`config.mk`:
```
export PLATFORM = sky130hd
export DESIGN_NAME = latched_decoder
export DESIGN_NICKNAME = d
export VERILOG_FILES = /design/src/rtl/latched_decoder_pkg.sv /design/src/rtl/ldec_addr_stage.sv /design/src/rtl/ldec_select_gate.sv /design/src/rtl/ldec_line_drive.sv /design/src/rtl/latched_decoder.sv
export SDC_FILE = /design/constraint.sdc
export NUM_CORES = 1
export LEC_CHECK = 0
export CORE_AREA = 2 2 39 41
export DETAILED_ROUTE_END_ITERATION = 7
export DIE_AREA = 0 0 41 43
export MAX_ROUTING_LAYER = met4
export SETUP_SLACK_MARGIN = 0.5
export SLEW_MARGIN = 20
export SYNTH_ARGS = -nofsm -noshare
export SYNTH_HDL_FRONTEND = slang
export SYNTH_SLANG_ARGS = --single-unit
export TNS_END_PERCENT = 1
```
`constraint.sdc`:
```
create_clock -name clk -period 2.1 [get_ports clk]
set_input_delay 0.42 -clock clk [delete_from_list [all_inputs] [get_ports clk]]
set_output_delay 0.42 -clock clk [all_outputs]
set_load 0.1 [all_outputs]
```
`src/rtl/latched_decoder_pkg.sv`:
```
package latched_decoder_pkg;

  // Variant of the address-holding stage
  typedef enum logic {
    LATCH_FOLLOW_LIVE = 1'b0,  // hold low: decode the live address in the same cycle
    LATCH_REGISTERED  = 1'b1   // always decode the register: one-cycle lag
  } latch_mode_e;

  // Opposite-polarity select pair: enabled only for high/low
  function automatic logic select_on(input logic hi, input logic lo_n);
    return hi & ~lo_n;
  endfunction

  // Map a "line is hit" flag onto the output polarity
  function automatic logic drive_level(input logic hit, input logic active_low);
    return active_low ? ~hit : hit;
  endfunction

endpackage

```
`src/rtl/ldec_addr_stage.sv`:
```
module ldec_addr_stage
  import latched_decoder_pkg::*;
#(
  parameter int          ADDR_W = 3,
  parameter latch_mode_e MODE   = LATCH_FOLLOW_LIVE
) (
  input  logic              clk,
  input  logic              rst_n,
  input  logic [ADDR_W-1:0] addr_i,
  input  logic              hold_i,
  output logic [ADDR_W-1:0] held_q_o,
  output logic [ADDR_W-1:0] eff_addr_o
);

  logic [ADDR_W-1:0] held_q;

  // The register loads whenever hold is low
  always_ff @(posedge clk or negedge rst_n) begin
    if (!rst_n) begin
      held_q <= '0;
    end else if (!hold_i) begin
      held_q <= addr_i;
    end
  end

  assign held_q_o = held_q;

  generate
    if (MODE == LATCH_FOLLOW_LIVE) begin : g_follow
      // Bypass restores same-cycle transparency while hold is low
      assign eff_addr_o = hold_i ? held_q : addr_i;
    end else begin : g_registered
      assign eff_addr_o = held_q;
    end
  endgenerate

endmodule

```
`src/rtl/ldec_select_gate.sv`:
```
module ldec_select_gate
  import latched_decoder_pkg::*;
(
  input  logic sel_hi_i,
  input  logic sel_lo_n_i,
  output logic enable_o
);

  assign enable_o = select_on(sel_hi_i, sel_lo_n_i);

endmodule

```
`src/rtl/ldec_line_drive.sv`:
```
module ldec_line_drive
  import latched_decoder_pkg::*;
#(
  parameter int ADDR_W         = 3,
  parameter bit ACTIVE_LOW_OUT = 1'b1,
  localparam int OUT_W         = 1 << ADDR_W
) (
  input  logic [ADDR_W-1:0] eff_addr_i,
  input  logic              enable_i,
  output logic [OUT_W-1:0]  line_o
);

  // One comparator per line: each line is a shallow equality plus the gate
  for (genvar i = 0; i < OUT_W; i++) begin : g_line
    localparam logic [ADDR_W-1:0] IDX = ADDR_W'(i);
    logic hit;
    assign hit       = enable_i && (eff_addr_i == IDX);
    assign line_o[i] = drive_level(hit, ACTIVE_LOW_OUT);
  end

endmodule

```
`src/rtl/latched_decoder.sv`:
```
module latched_decoder
  import latched_decoder_pkg::*;
#(
  parameter int          ADDR_W         = 3,
  parameter bit          ACTIVE_LOW_OUT = 1'b1,
  parameter latch_mode_e MODE           = LATCH_FOLLOW_LIVE,
  localparam int         OUT_W          = 1 << ADDR_W
) (
  input  logic              clk,
  input  logic              rst_n,
  input  logic [ADDR_W-1:0] addr_i,
  input  logic              hold_i,
  input  logic              sel_hi_i,
  input  logic              sel_lo_n_i,
  output logic [OUT_W-1:0]  line_o
);

  // Named internal events, visible to the bound checker
  logic [ADDR_W-1:0] held_q;
  logic [ADDR_W-1:0] eff_addr;
  logic              enable_w;

  ldec_addr_stage #(
    .ADDR_W (ADDR_W),
    .MODE   (MODE)
  ) addr_stage_i (
    .clk        (clk),
    .rst_n      (rst_n),
    .addr_i     (addr_i),
    .hold_i     (hold_i),
    .held_q_o   (held_q),
    .eff_addr_o (eff_addr)
  );

  ldec_select_gate sel_gate_i (
    .sel_hi_i   (sel_hi_i),
    .sel_lo_n_i (sel_lo_n_i),
    .enable_o   (enable_w)
  );

  ldec_line_drive #(
    .ADDR_W         (ADDR_W),
    .ACTIVE_LOW_OUT (ACTIVE_LOW_OUT)
  ) line_drive_i (
    .eff_addr_i (eff_addr),
    .enable_i   (enable_w),
    .line_o     (line_o)
  );

endmodule

```
==> results of run 1 <==
[power groups by stage]
stage | logic [mW] | registers (mW) | clock network, mW
floorplan | 0.0590 | 0.0687 | 0
global placement | 0.112 | 0.0691 | 0
detailed placement | 0.114 | 0.0693 | 0
CTS | 0.117 | 0.0684 | 0.105
global route | 0.126 | 0.0687 | 0.115
finish | 0.120 | 0.0683 | 0.0995
[stage by stage]
| step | util | instance area [um^2] | power, mW |
|---|---|---|---|
| final | 0.403 | 558 | 0.287 |
| after global routing | 0.403 | 558 | 0.310 |
| after CTS | 0.397 | 549 | 0.291 |
| after detailed placement | 0.369 | 510 | 0.183 |
| after global placement | 0.369 | 510 | 0.181 |
| after floorplan | - | 215 | 0.128 |
[cell usage after synthesis]
master                    instances
sky130_fd_sc_hd__nand4_1          8
sky130_fd_sc_hd__dfrtp_1          3
sky130_fd_sc_hd__inv_2            3
sky130_fd_sc_hd__mux2i_2          3
sky130_fd_sc_hd__buf_1            1
sky130_fd_sc_hd__nor2b_1          1
[repair_timing]
item / 4_1_cts / 5_1_grt
gates resized for setup: 12 / 1
setup buffers: 2 / 1
setup endpoints to repair: 8 / 8
pin swaps: 5 / 2
[routing by layer]
layer | global-route usage | wire [um] | up-vias
met5 | - | 0 | -
met4 | 0.0600 | 0 | 0
met3 | 0.0628 | 58 | 0
met2 | 0.134 | 332 | 10
met1 | 0.117 | 226 | 116
li1 | - | - | 126
[final timing paths]
kind	slack, ps	startpoint	to	depth (start not counted)
max in group asynchronous	1590	rst_n	addr_stage_i.held_q_o[1]	1
hold / removal	370	rst_n	addr_stage_i.held_q_o[2]	1
setup reg to reg	1050	addr_stage_i.held_q_o[0]	addr_stage_i.held_q_o[0]	4
setup / recovery	360	hold_i	line_o[3]	6
hold reg to reg	770	addr_stage_i.held_q_o[0]	addr_stage_i.held_q_o[0]	4
min in group clk	770	addr_stage_i.held_q_o[0]	addr_stage_i.held_q_o[0]	4
[worst max-delay path: cells and delay by family]
| family | cells | cell delay [ps] |
|---|---|---|
| simple gates | 1 | 150 |
| mux | 1 | 290 |
| buf+inv | 4 | 460 |
[logic make-up (layout without fill, tap and decap cells)]
| family | Yosys count | in the layout | share of synthesized area |
|---|---|---|---|
| buffers and inverters | 4 | 30 | 0.0800 |
| DFF | 3 | 3 | 0.400 |
| muxes | 3 | 3 | 0.220 |
| and+or+nand+nor | 9 | 9 | 0.300 |
[area by class of cell]
| cell class | instances | area [um^2] | share of cell area |
|---|---|---|---|
| clock buffers | 4 | 26.3 | 0.0471 |
| inverters | 3 | 11.3 | 0.0202 |
| multi-input cells | 12 | 124 | 0.222 |
| flip-flops and latches | 3 | 75.1 | 0.135 |
| well taps | 16 | 20.0 | 0.0359 |
| repair buffers | 23 | 302 | 0.540 |
==> flow_summary.json, run 1 <==
{
  "slowest_stage": "sky130_fd_sc_hd__mux2i_4",
  "initial_antenna_violation_count": 0,
  "largest_net_degree_at_the_start_of_global_routing": 9,
  "cts-hold-fix-buffers": 0,
  "timing.critical_path.fanout_max": 5,
  "slew-limit-headroom": 0.840,
  "dp_cells": 54,
  "swShare": 0.335,
  "data_arrival_at_the_endpoint_of_the_critical_path_ps": 1320,
  "synth.yosys.warnings": 0,
  "clock_sinks": 3,
  "period_minus_slack_ps": 1740,
  "grt.total_usage": 0.103,
  "combPwrFrac": 0.416,
  "fin_ws_ps": 356,
  "drt_pre_antenna_iters": 4,
  "drv.max_cap_violation_count": 0,
  "ys_seq_area_frac": 0.400,
  "detail_route.vias_per_cell": 4.13,
  "dpl_worst_slack_ps": -118,
  "synth_cell_type_count": 6,
  "grt_pass1_vias": 268,
  "num-fill-cells": 127,
  "cts_root_buffer": "sky130_fd_sc_hd__clkbuf_4",
  "num_rows": 14,
  "delay_contributed_by_the_slowest_stage_of_the_critical_path_ps": 290,
  "power.static_leakage_nw": 0.246,
  "hpwl_um": 448,
  "avgSynthCellArea_um2": 9.88,
  "synth.ff_latch_count": 3,
  "crit_path_cell_trace": "buf_6, buf_12, mux2i_4, inv_2, nand4_1, buf_12",
  "netlist_area_um2": 188,
  "yosys.area.top_type_share": 0.400,
  "min_period_over_period": 0.831,
  "setup_violations": 0,
  "coreArea_um2": 1380,
  "drt-wirelength-per-cell_um": 10.1,
  "finalMaxSlewViolations": 0,
  "worst-endpoint-required_ps": 1680,
  "num_vias": 252,
  "report.final.hold_viol_count": 0,
  "post_synth_main_area_contributors": "sky130_fd_sc_hd__dfrtp_1, sky130_fd_sc_hd__nand4_1, sky130_fd_sc_hd__mux2i_2",
  "vdd_drop_max_mv": 0.236,
  "max_slew.worst_pin.slew_ps": 235,
  "max_clock_freq_ghz": 0.573,
  "fin_cells": 61,
  "setup_total_negative_slack_ps": 0,
  "whs_ps": 371,
  "path_common_cell": "sky130_fd_sc_hd__buf_12",
  "syn2layout_area_growth_pct": 197,
  "p_sw_mw": 0.0962,
  "critical_path.endpoint_type": "output pin",
  "initial_utilization": 0.136,
  "boundaryPins": 16,
  "fin_skew_ps": 0,
  "drt_iter0_markers": 1,
  "tritoncts_buffers": 3,
  "antennaDiodeCount": 0,
  "worst-setup-path-type": "input port to output pin",
  "first_pass_grt_wire_length_um": 1120,
  "post-route-drc-count": 0,
  "portBuffers": 15,
  "syn_inst": 19,
  "total_routed_wirelength_um": 616,
  "crit_path_start_kind": "input port",
  "rsz_0062_raised_after_global_routing": "yes",
  "mostFrequentLayoutCells": "sky130_fd_sc_hd__buf_12, sky130_fd_sc_hd__nand4_1, sky130_fd_sc_hd__buf_4",
  "cts-root-to-sink-buffers": 2,
  "layout-drive-gt1-share": 0.578,
  "clockPowerShare": 0.346,
  "grt-ovfl-total": 0,
  "power_report.internal_total_mw": 0.191,
  "floorplan.die.width_um": 41,
  "outcome": "finished, final reports clean",
  "p_seq_frac": 0.238,
  "final_common_cell": "sky130_fd_sc_hd__buf_12",
  "die_h_um": 43,
  "ant_nets": 0,
  "fin_nets": 54,
  "worst_hold_path_type": "input port to async pin",
  "syn_nets": 27,
  "clk_latency_ps": 230,
  "cts_tree": "done",
  "weighted_congestion_reported_at_the_end_of_routability_driven_placement": 0.721,
  "clk_slew_on_worst_s_h_paths_ps": 40,
  "largest_register_ffs": 3,
  "ctsHtreeMaxLevel": 1,
  "total_power_divided_by_cell_area_nw_per_um2": 515,
  "synth_area_leader_cell": "sky130_fd_sc_hd__dfrtp_1",
  "fp.dieArea_um2": 1760
}
(Power assumes the default switching activity.)
==> run 2: changes to the inputs <==
==> constraint.sdc (replaced) <==
create_clock -name clk -period 1.4 [get_ports clk]
set_input_delay 0.28 -clock clk [delete_from_list [all_inputs] [get_ports clk]]
set_output_delay 0.28 -clock clk [all_outputs]
set_load 0.1 [all_outputs]
==> run 2 against run 1 <==
The flow now finishes with violations (negative setup slack). Worst setup slack got worse by 510 ps. Non-clock buffer count decreased by 2. Clock skew unchanged. Clock power increased by 53%. Design area decreased by 6.7%. Sequential share of layout area increased by 0.97 points. Worst hold slack got worse by 140 ps. Largest cell class unchanged. Total power increased by 46%. Critical path depth decreased by 2. Count of clock-buffer cells in the layout unchanged.
==> flow_summary.json, run 2 (same netlist as run 1, synthesis figures left out) <==
{
  "outcome": "finished, violations left",
  "failed_checks": "negative setup slack",
  "hpwl_um": 472,
  "drt-wirelength-per-cell_um": 11.3,
  "r2r_setup_slack_ps": 250,
  "grt_pass1_vias": 257,
  "crit_path_cell_trace": "mux2i_4, inv_2, nand4_1, buf_12",
  "post_dp_cell_area_um2": 457,
  "ctsHtreeMaxLevel": 1,
  "setup_violations": 8,
  "boundaryPins": 16,
  "floorplan.die.width_um": 41,
  "largest_register_ffs": 3,
  "initial_antenna_violation_count": 0,
  "slowest_stage": "sky130_fd_sc_hd__dfrtp_1",
  "critical_path.endpoint_type": "output pin",
  "dp_cells": 52,
  "timing.critical_path.fanout_max": 5,
  "total_power_divided_by_cell_area_nw_per_um2": 807,
  "min_period_over_period": 1.11,
  "data_arrival_at_the_endpoint_of_the_critical_path_ps": 1280,
  "first_pass_grt_wire_length_um": 1130,
  "slew-limit-headroom": 0.849,
  "clk_slew_on_worst_s_h_paths_ps": 40,
  "total_routed_wirelength_um": 666,
  "fin_area_um2": 520,
  "weighted_congestion_reported_at_the_end_of_routability_driven_placement": 0.680,
  "fp.dieArea_um2": 1760,
  "initial_utilization": 0.136,
  "power.static_leakage_nw": 0.231,
  "multi_input_comb_area_um2": 124,
  "report.final.hold_viol_count": 0,
  "largest_net_degree_at_the_start_of_global_routing": 9,
  "syn2layout_area_growth_pct": 177,
  "grt-ovfl-total": 0,
  "fin_nets": 52,
  "period_minus_slack_ps": 1560,
  "vdd_drop_max_mv": 0.276,
  "worst_hold_path_type": "input port to async pin",
  "layout-drive-gt1-share": 0.558,
  "num-fill-cells": 145,
  "register_area_um2": 75.1,
  "crit_path_start_kind": "flip-flop",
  "max_clock_freq_ghz": 0.643,
  "drt_iter0_markers": 2,
  "die_h_um": 43,
  "delay_contributed_by_the_slowest_stage_of_the_critical_path_ps": 390,
  "detail_route.vias_per_cell": 4.17,
  "cts-root-to-sink-buffers": 2,
  "fin_ws_ps": -156,
  "cts_root_buffer": "sky130_fd_sc_hd__clkbuf_4",
  "drv.max_cap_violation_count": 0,
  "tritoncts_buffers": 3,
  "portBuffers": 15,
  "num_rows": 14,
  "rsz_0062_raised_after_global_routing": "yes",
  "coreArea_um2": 1380,
  "cts_tree": "done",
  "mostFrequentLayoutCells": "sky130_fd_sc_hd__nand4_1, sky130_fd_sc_hd__buf_12, sky130_fd_sc_hd__buf_4",
  "drt_pre_antenna_iters": 4,
  "antennaDiodeCount": 0,
  "worst-endpoint-required_ps": 1120,
  "num_vias": 246,
  "fin_skew_ps": 0,
  "post-route-drc-count": 0,
  "clk_latency_ps": 230,
  "clock_sinks": 3,
  "max_slew.worst_pin.slew_ps": 221,
  "worst-setup-path-type": "flip-flop to output pin",
  "fin_cells": 59,
  "ant_nets": 0,
  "grt.total_usage": 0.109,
  "finalMaxSlewViolations": 0
}
[run 2: cell types whose count changed in the layout (fill, tap and decap cells not counted), sizes merged]
| cell | before | now |
|---|---|---|
| clkdlybuf4s15 | 3 | 0 |
| dlygate4sd2 | 2 | 5 |
| buf | 17 | 15 |
[run 2: what timing repair did]
item | in CTS | in global routing
setup endpoints to repair | 11 | 11
buffers inserted | 2 | 1
cloned | 0 | 0
hold buffers | 0 | 0
pin swaps | 5 | 2
endpoints found under the hold margin | 0 | 0
resized for setup | 13 | 0
[run 2: path summary, 6_finish.rpt]
kind,start,end,cells past startpoint
min in group clk,hold_i,addr_stage_i.held_q_o[0],4
hold / removal,rst_n,addr_stage_i.held_q_o[2],1
setup / recovery,addr_stage_i.held_q_o[0],line_o[3],4
hold reg to reg,addr_stage_i.held_q_o[0],addr_stage_i.held_q_o[0],3
setup reg to reg,addr_stage_i.held_q_o[1],addr_stage_i.held_q_o[1],5
max in group asynchronous,rst_n,addr_stage_i.held_q_o[0],1
[run 2: stage by stage]
step	hold WS, ps	TNS [ps]	power (mW)	worst slack [ps]	util
after detailed placement	476	-5280	0.250	-608	0.330
final	229	-1110	0.420	-156	0.376
after CTS	231	-1200	0.420	-172	0.371
after global placement	473	-5100	0.248	-592	0.330
after global routing	236	-1620	0.447	-218	0.376
after floorplan	-15.6	-3440	0.181	-433	-
[run 2: routing by layer]
layer | GRT usage | up-vias | routed length, um
met4 | 0.140 | 0 | 46
met1 | 0.120 | 102 | 232
li1 | - | 123 | -
met3 | 0.0157 | 4 | 67
met2 | 0.141 | 17 | 320
met5 | - | - | 0
[run 2: cell type report]
| cell class | count | share of cell area |
|---|---|---|
| Timing Repair Buffer | 21 | 0.507 |
| Multi-Input combinational cell | 12 | 0.238 |
| Sequential cell | 3 | 0.144 |
| Clock buffer | 4 | 0.0505 |
| Tap cell | 16 | 0.0385 |
| Inverter | 3 | 0.0216 |
[run 2: power breakdown]
group / internal [mW] / leakage, nW / switching, mW
clock network: 0.107 / 0.0150 / 0.0451
logic: 0.0725 / 0.181 / 0.0925
registers: 0.0961 / 0.0351 / 0.00712
[run 2: critical path: cells and delay by family (launching register included)]
family,cells,cell delay (ps)
buf+inv,2,280
flops,1,390
mux,1,210
simple gates,1,160
==> run 3: changes to the inputs <==
--- a/config.mk
+++ b/config.mk
@@ -14,4 +14,4 @@
 export SYNTH_ARGS = -nofsm -noshare
 export SYNTH_HDL_FRONTEND = slang
 export SYNTH_SLANG_ARGS = --single-unit
-export TNS_END_PERCENT = 1
+export TNS_END_PERCENT = 100
==> run 3 against run 2 <==
The run still ends with negative setup slack left. Count of clock-buffer cells in the layout did not move. Routed wire length fell by 6.2%. Flip-flop and latch count did not move. Sequential power barely moved. Fmax rose by 0.12%. Global-route usage rose by 0.64 points. Cell count did not move. Clock skew did not move. Design area rose by 2.9%. Utilization rose by 1.1 points. Critical path depth did not move. Worst setup slack improved by 1.8 ps. Largest power group unchanged. Highest routed layer unchanged.
==> flow_summary.json, run 3 (same netlist as run 1, synthesis figures left out) <==
{
  "cts-root-to-sink-buffers": 2,
  "cts_root_buffer": "sky130_fd_sc_hd__clkbuf_4",
  "post_dp_cell_area_um2": 449,
  "rsz_0062_raised_after_global_routing": "yes",
  "power_report.internal_total_mw": 0.283,
  "portBuffers": 15,
  "min_period_over_period": 1.11,
  "die_h_um": 43,
  "p_seq_frac": 0.239,
  "timing.critical_path.fanout_max": 5,
  "tritoncts_buffers": 3,
  "fin_cells": 59,
  "dp_cells": 51,
  "drt_pre_antenna_iters": 2,
  "slowest_stage": "sky130_fd_sc_hd__dfrtp_1",
  "period_minus_slack_ps": 1550,
  "layout-drive-gt1-share": 0.558,
  "finalMaxSlewViolations": 0,
  "first_pass_grt_wire_length_um": 1210,
  "cts_tree": "done",
  "fin_area_um2": 536,
  "critical_path.top_delay_family": "flip-flops",
  "clockPowerShare": 0.359,
  "ant_nets": 0,
  "drt_iter0_markers": 1,
  "drv.max_cap_violation_count": 0,
  "clock_sinks": 3,
  "clk_slew_on_worst_s_h_paths_ps": 40,
  "worst-endpoint-required_ps": 1120,
  "cts-hold-fix-buffers": 0,
  "post-route-drc-count": 0,
  "worstReg2RegStart": "addr_stage_i.held_q_o[0]",
  "delay_contributed_by_the_slowest_stage_of_the_critical_path_ps": 390,
  "num_vias": 236,
  "detail_route.vias_per_cell": 4.00,
  "grt_pass1_vias": 289,
  "antennaDiodeCount": 0,
  "swShare": 0.345,
  "initial_utilization": 0.136,
  "ctsHtreeMaxLevel": 1,
  "crit_path_start_kind": "flip-flop",
  "clk_latency_ps": 230,
  "slew-limit-headroom": 0.851,
  "vdd_drop_max_mv": 0.267,
  "report.final.hold_viol_count": 0,
  "combPwrFrac": 0.402,
  "drt-wirelength-per-cell_um": 10.6,
  "syn2layout_area_growth_pct": 185,
  "crit_path_cell_trace": "mux2i_4, inv_2, nand4_1, buf_12",
  "setup_violations": 8,
  "max_clock_freq_ghz": 0.644,
  "total_routed_wirelength_um": 625,
  "worst_hold_path_type": "input port to async pin",
  "hpwl_um": 411,
  "largest_net_degree_at_the_start_of_global_routing": 9,
  "grt-ovfl-total": 0,
  "p_sw_mw": 0.149,
  "data_arrival_at_the_endpoint_of_the_critical_path_ps": 1270,
  "outcome": "finished, violations left",
  "fin_nets": 52,
  "largest_register_ffs": 3,
  "power.static_leakage_nw": 0.236,
  "number_of_gates_on_the_worst_path_with_buffers_counted": 4,
  "mostFrequentLayoutCells": "sky130_fd_sc_hd__nand4_1, sky130_fd_sc_hd__buf_12, sky130_fd_sc_hd__dlygate4sd2_1",
  "worst-setup-path-type": "flip-flop to output pin",
  "failed_checks": "negative setup slack",
  "r2r_end": "addr_stage_i.held_q_o[0]",
  "fp.dieArea_um2": 1760,
  "initial_antenna_violation_count": 0,
  "max_slew.worst_pin.slew_ps": 218,
  "critical_path_buf_inv_count": 2,
  "critical_path.endpoint_type": "output pin",
  "floorplan.die.width_um": 41,
  "r2r_setup_slack_ps": 260,
  "boundaryPins": 16,
  "fin_ws_ps": -154,
  "num_rows": 14,
  "grt.total_usage": 0.116,
  "weighted_congestion_reported_at_the_end_of_routability_driven_placement": 0.681,
  "worst_r2r_path_depth": 5,
  "total_power_divided_by_cell_area_nw_per_um2": 805,
  "fin_skew_ps": 0,
  "coreArea_um2": 1380
}
[run 3: worst max path at each step]
stage	start	to
floorplan	addr_stage_i.held_q_o[2]	line_o[0]
global placement	hold_i	line_o[3]
detailed placement	hold_i	line_o[5]
CTS	addr_stage_i.held_q_o[0]	line_o[7]
global route	addr_stage_i.held_q_o[0]	line_o[3]
finish	addr_stage_i.held_q_o[0]	line_o[3]
[run 3: timing repair]
action | 4_1_cts | 5_1_grt
pin swaps | 6 | 2
endpoints found under the setup margin | 11 | 11
setup buffers | 4 | 0
endpoints found under the hold margin | 0 | 0
gates resized for setup | 16 | 1
[run 3: metal layers]
layer	global-route usage	wire length, um	vias up
met1	0.137	251	101
met4	0.140	19	0
li1	-	-	120
met2	0.125	297	13
met5	-	0	-
met3	0.0471	56	2
[run 3: power by group through the flow]
stage	combinational (mW)	clock (mW)	sequential, mW
floorplan	0.0813	0	0.100
detailed placement	0.144	0	0.101
finish	0.173	0.155	0.103
CTS	0.171	0.164	0.103
global route	0.184	0.176	0.105
global placement	0.142	0	0.101
[run 3: layout make-up]
| cell class | instances | area, um^2 |
|---|---|---|
| clock buffers | 4 | 26.3 |
| fillers | 145 | 848 |
| inverters | 3 | 11.3 |
| multi-input cells | 12 | 124 |
| flip-flops and latches | 3 | 75.1 |
| well taps | 16 | 20.0 |
| repair buffers | 21 | 279 |
[run 3: metrics by stage]
| stage | setup slack (ps) | setup TNS [ps] | total power, mW | utilization | hold slack, ps |
|---|---|---|---|---|---|
| floorplan | -433 | -3350 | 0.181 | - | -15.6 |
| global placement | -572 | -4730 | 0.244 | 0.325 | 472 |
| detailed placement | -578 | -4930 | 0.245 | 0.325 | 472 |
| CTS | -159 | -1170 | 0.438 | 0.384 | 218 |
| global route | -240 | -1760 | 0.464 | 0.387 | 220 |
| finish | -154 | -1110 | 0.431 | 0.387 | 224 |
